## config.mk

```make
export PLATFORM = sky130hd
export DESIGN_NAME = gpio_modeport
export DESIGN_NICKNAME = d
export VERILOG_FILES = /design/src/rtl/gpio_modeport.sv
export SDC_FILE = /design/constraint.sdc
export NUM_CORES = 1
export LEC_CHECK = 0
export BUFFER_PORTS_ARGS = -buffer_cell sky130_fd_sc_hd__buf_2
export CORE_MARGIN = 2
export CORE_UTILIZATION = 41
export DETAILED_ROUTE_END_ITERATION = 12
export PLACE_DENSITY = 0.78
export SLEW_MARGIN = 20
export SYNTH_ARGS = -nofsm -noshare
export SYNTH_HDL_FRONTEND = slang
export SYNTH_SLANG_ARGS = --single-unit
```

## constraint.sdc

```tcl
create_clock -name clk -period 1 [get_ports clk]
set_input_delay 0.05 -clock clk [delete_from_list [all_inputs] [get_ports clk]]
set_output_delay 0.05 -clock clk [all_outputs]
set_load 0.02 [all_outputs]
```

## src/rtl/gpio_modeport.sv

```systemverilog
module gpio_modeport #(
  parameter int W = 8
) (
  input  logic         clk,
  input  logic         rst_n,
  input  logic [1:0]   mode_i,
  input  logic [1:0]   addr_i,
  input  logic         wr_i,
  input  logic [W-1:0] wdata_i,
  output logic [W-1:0] rd_data_o,
  input  logic         bus_wr_i,
  input  logic [W-1:0] bus_wdata_i,
  input  logic [W-1:0] pin_in_i,
  output logic [W-1:0] pin_oe_o,
  output logic [W-1:0] pin_out_o
);

  localparam logic [1:0] A_DATA = 2'd0;
  localparam logic [1:0] A_DIR  = 2'd1;
  localparam logic [1:0] A_CTRL = 2'd2;

  logic [1:0]   mode_q;
  logic [W-1:0] latch_q, dir_q;
  logic         wor_q;
  logic         gp;

  always_ff @(posedge clk) begin
    if (!rst_n) begin
      mode_q  <= mode_i;
      latch_q <= '0;
      dir_q   <= '0;
      wor_q   <= 1'b0;
    end else if (wr_i) begin
      case (addr_i)
        A_DATA:  latch_q <= wdata_i;
        A_DIR:   dir_q   <= wdata_i;
        A_CTRL:  wor_q   <= wdata_i[0];
        default: ;
      endcase
    end
  end

  assign gp = ~mode_q[1];

  always_comb begin
    if (!gp) begin
      pin_oe_o  = {W{bus_wr_i}};
      pin_out_o = bus_wdata_i;
    end else if (wor_q) begin
      pin_oe_o  = dir_q & ~latch_q;
      pin_out_o = '0;
    end else begin
      pin_oe_o  = dir_q;
      pin_out_o = latch_q;
    end
  end

  always_comb begin
    case (addr_i)
      A_DATA:  rd_data_o = (dir_q & latch_q) | (~dir_q & pin_in_i);
      A_DIR:   rd_data_o = dir_q;
      A_CTRL:  rd_data_o = {{(W-1){1'b0}}, wor_q};
      default: rd_data_o = '0;
    endcase
  end

  assert_gp_inputs_after_reset_R1: assert property (@(posedge clk) disable iff (!rst_n)
    (gp && $past(!rst_n)) |-> (pin_oe_o == '0));

  assert_mode_held_R3: assert property (@(posedge clk) disable iff (!rst_n)
    $past(rst_n) |-> $stable(mode_q));

  assert_latch_write_R4: assert property (@(posedge clk) disable iff (!rst_n)
    ($past(rst_n) && $past(wr_i) && $past(addr_i) == A_DATA) |-> (latch_q == $past(wdata_i)));

  assert_gp_enable_subset_R6: assert property (@(posedge clk) disable iff (!rst_n)
    gp |-> ((pin_oe_o & ~dir_q) == '0));

  assert_od_never_high_R7: assert property (@(posedge clk) disable iff (!rst_n)
    (gp && wor_q) |-> ((pin_oe_o & pin_out_o) == '0));

  assert_bus_enable_uniform_R2: assert property (@(posedge clk) disable iff (!rst_n)
    !gp |-> (pin_oe_o == '0 || pin_oe_o == '1));

endmodule

```

### After elaboration in Yosys (flattened, before gate mapping)

Cells that the tools add are included.
W data, S select, Z words.

* reduce and logical (&&, ||, !) cells: 4
* eq/ne operators: 2
* muxes and demuxes: 5
* bitwise logic cells: 6

Operator list (number)
* $mux W8: 4
* $and A8 B8 Y8: 3
* $pmux W8 S3: 1
* $not A8 Y8: 2
* $or A8 B8 Y8: 1
* $reduce_and A2 Y1: 3
* $eq A2 B1 Y1 const B: 1
* $eq A2 B2 Y1 const B: 1
* $logic_not A2 Y1: 1

* bits of input ports: 32
* output and inout port bits: 24
* register bits after elaboration: 19

### Longest topological paths before layout

* depth after elaboration: 4
* gate-level depth with buffers: 4
* depth with buffers taken out: 2

### Worst setup path before layout

OpenSTA, ideal clock, no wires.

* kind: reg-to-output
* start point: register mode_q[1]
* end point: output port pin_oe_o[0]
* data arrival time: 1.029 ns
* setup slack: -0.079 ns
* path buffers: 2
* stages on the path, launching flop included: 5
* cell sequence: edfxtp_1 > buf_2 > and2_1 > buf_2 > a31o_1

* word-level cells in the longest chain between the ends: 1

Ends and longest elaborated chain
* from (decl): line 22 `logic [1:0] mode_q;`
* from (signal assigned): line 29 `mode_q <= mode_i;`
* $mux W8: line 46 `if (!gp) begin`
* to (decl): line 14 `output logic [W-1:0] pin_oe_o,`

No other way between the ends.

### Worst setup path in the final report

* start point: register dir_q[0]
* end point: output port rd_data_o[0]

* word-level cells in the longest chain between the ends: 4
* elaborated cells on any way between the ends: 5

Ends and longest elaborated chain
* from (decl): line 23 `logic [W-1:0] latch_q, dir_q;`
* from (signal assigned): line 36 `A_DIR: dir_q <= wdata_i;`
* $not A8 Y8: line 60 `A_DATA: rd_data_o = (dir_q & latch_q) | (~dir_q & pin_in_i);`
* $and A8 B8 Y8: line 60
* $or A8 B8 Y8: line 60
* $pmux W8 S3 *: line 59 `case (addr_i)`
* to (decl): line 10 `output logic [W-1:0] rd_data_o,`

Mark *: on every way between the ends. The rest lies on a longest branch, timed or not.

==> impl_metrics.py <==
metrics = {
    "timing": {
        "setup_slack_ns": -0.444,
        "fin_skew_ns": 0,
        "layout_min_cycle_time_ns": 1.44,
        "hold_viol_final": 0,
        "fin_crit_sh": 1.44,
        "worst_pin_slew_ns": 0.337,
        "max_slew_margin": 0.773,
        "fin_setup_tns_ns": -7.77,
        "setup_viol": 24,
        "maxSlewViolCount": 0,
        "rsz0062_at_grt": "yes",
        "fmax_mhz": 693,
    },
    "run": {
        "drv_cap": 0,
    },
    "setup_path": {
        "path_class": "register to output pin",
        "path_cells": "or4b_4 > o311ai_4 > buf_6",
        "crit_required_ns": 0.95,
        "crit_slowest_cell": "or4b_4",
        "end_kind": "output pin",
        "worstPathArrival_ns": 1.39,
        "ff2ff_path_depth": 3,
        "cp_max_fo": 2,
        "max_stage_delay_ns": 0.52,
        "crit_path_start_kind": "register",
    },
    "route": {
        "wl_met1_um": 1470,
        "drt_iter0_markers": 44,
        "drt_wl_total_um": 3320,
        "drcViolationCount": 0,
        "routedWlPerCell_um": 13.6,
        "top_layer": "met4",
        "wl_met3_um": 215,
        "drt-vias-per-instance": 5.17,
        "ant_nets": 0,
        "firstDrtPassIters": 4,
        "met2WireLength_um": 1570,
        "via_count": 1261,
    },
    "run_status": {
        "outcome": "finished with violations",
        "violations": "setup timing",
    },
    "clock_network": {
        "clk_pin_slew_ns": 0.10,
        "cts_max_level": 1,
        "cts-root-buf": "clkbuf_4",
        "clk_path_buf_depth": 2,
        "clock_sinks": 18,
        "cts_buffers": 3,
        "post_cts_buffers": 0,
        "clk-insertion-delay-late_ns": 0.29,
        "cts_tree": "built",
    },
    "finish": {
        "diodes": 0,
        "final_cell_mix": "nand2_1, buf_2, buf_4, buf_6, mux2i_1",
        "final_cell_count_no_fill": 244,
        "fillers": 205,
        "finalNetCount": 246,
        "area_delta_synth_final_pct": 69.0,
        "fin_area_um2": 1920,
        "layout_commonest_cell": "nand2_1",
        "layout-drive-gt1-share": 0.568,
    },
    "global_routing": {
        "grt_max_degree": 27,
        "antenna_found_initial": 0,
        "grt_util_all_layers": 0.214,
        "grt_pass1_vias": 1161,
        "gr-total-overflow": 0,
        "grt_pass1_wl_um": 5420,
    },
    "floorplan": {
        "initial_core_util": 0.424,
        "std_cell_rows": 19,
        "fp.dieArea_um2": 3210,
        "die_y_um": 56.7,
        "io_pins": 56,
        "die_w_um": 56.7,
        "core-area_um2": 2690,
    },
    "yosys": {
        "synth_top_family_by_area": "simple AND/OR/NAND/NOR gates",
        "avgSynthCellArea_um2": 7.85,
        "synth_seq_area_share": 0.325,
        "synth.distinct_cells": 21,
        "yosys_warnings": 0,
        "synth-simple-area-share": 0.281,
        "synthXorXnorAreaFrac": 0,
        "synthAdderAreaFrac": 0,
        "synth_cells": 145,
        "synth_fp_nets": 177,
        "ys_ff_latch": 18,
        "synth_area_um2": 1140,
        "synth-compound-area-share": 0.166,
        "synthMuxAreaShare": 0.149,
    },
    "power": {
        "p_total_w": 0.00188,
        "p_switching_w": 0.000572,
        "internal-power_w": 0.00131,
        "swShare": 0.304,
        "p_leak_nw": 0.862,
        "power.share.sequential": 0.415,
        "ir_worst_vdd_mv": 0.946,
        "p_comb_frac": 0.350,
        "power_density_nw_per_um2": 978,
        "clock_power_share": 0.235,
    },
    "hold_path": {
        "min_path_cells": 3,
        "hold_path.class": "input pin to register",
    },
    "placed_design": {
        "dpl.cell_count": 238,
        "hpwl_um": 2290,
        "io_buffers": 54,
        "gp_congestion": 0.791,
        "dpl_cell_area_um2": 1610,
        "pre_cts_ws_ns": -0.157,
    },
}
-- final timing paths --
check | startpoint | to | slack [ns]
max | dir_q[0] | rd_data_o[0] | -0.44
max reg2reg | wor_q | wor_q | 0.24
min | wdata_i[3] | dir_q[3] | 0.03
min reg2reg | latch_q[2] | latch_q[2] | 0.51
-- cells in the mapped netlist --
master / count / area share
buf_6: 1 / 0.0099
dfxtp_1: 17 / 0.30
a21oi_1: 7 / 0.031
or4b_1: 1 / 0.0088
o21ai_0: 7 / 0.031
and2_1: 1 / 0.0055
o21ai_1: 8 / 0.035
or3b_1: 7 / 0.054
nand3b_1: 3 / 0.020
mux2i_1: 17 / 0.15
inv_1: 3 / 0.0099
o311ai_1: 1 / 0.0077
edfxtp_1: 1 / 0.026
buf_4: 1 / 0.0066
dlygate4sd1_1: 1 / 0.0077
buf_2: 10 / 0.044
nand2_1: 41 / 0.14
a31o_1: 8 / 0.062
nand2b_1: 8 / 0.044
nor2_1: 1 / 0.0033
nor3b_2: 1 / 0.011
-- per-stage QoR --
| stage | hold slack, ns | utilization |
|---|---|---|
| 4_1_cts | 0.0263 | 0.689 |
| 3_3_place_gp | 0.247 | 0.599 |
| 2_1_floorplan | 0.149 | - |
| 6_report | 0.0274 | 0.716 |
| 5_1_grt | 0.00499 | 0.716 |
| 3_5_place_dp | 0.249 | 0.599 |
-- sequential cells by signal (all words and copies together), names as in the netlist --
signal	flops
mode_q	1
dir_q	8
latch_q	8
wor_q	1
-- logic make-up (layout without fill, tap and decap cells) --
kind of cell	after synthesis	in the layout
simple gates	63	63
compound gates	31	31
flops	18	18
mux	17	17
buf+inv	16	84
-- power groups by stage --
stage	combinational [W]	clock, W	sequential (W)
final	0.000659	0.000442	0.000781
after CTS	0.000618	0.000450	0.000779
after global placement	0.000500	0	0.000787
after global routing	0.000703	0.000505	0.000786
after floorplan	0.000312	0	0.000783
after detailed placement	0.000506	0	0.000788
-- routing by layer --
layer | vias to the layer above | GRT usage
met4 | 0 | 0.0816
li1 | 635 | -
met5 | - | 0
met1 | 573 | 0.288
met3 | 8 | 0.0346
met2 | 45 | 0.342
-- layout make-up --
class | instances | area, um2 | share of cell area
Timing Repair Buffer | 77 | 606 | 0.315
Clock buffer | 4 | 36.3 | 0.0189
Sequential cell | 18 | 380 | 0.198
Multi-Input combinational cell | 111 | 852 | 0.443
Tap cell | 31 | 38.8 | 0.0202
Inverter | 3 | 11.3 | 0.00585
-- worst max-delay path, delay by kind of cell (launching register included) --
kind / cells / cell delay, ns
flops: 1 / 0.33
buf+inv: 1 / 0.15
simple gates: 1 / 0.52
compound gates: 1 / 0.10
-- timing repair --
action,4_1_cts,5_1_grt
pin swaps,10,9
endpoints found under the setup margin,24,24
endpoints found under the hold margin,1,0
cloned,1,0
hold buffers,1,0
gates resized for setup,57,21
(Power assumes the default switching activity.)
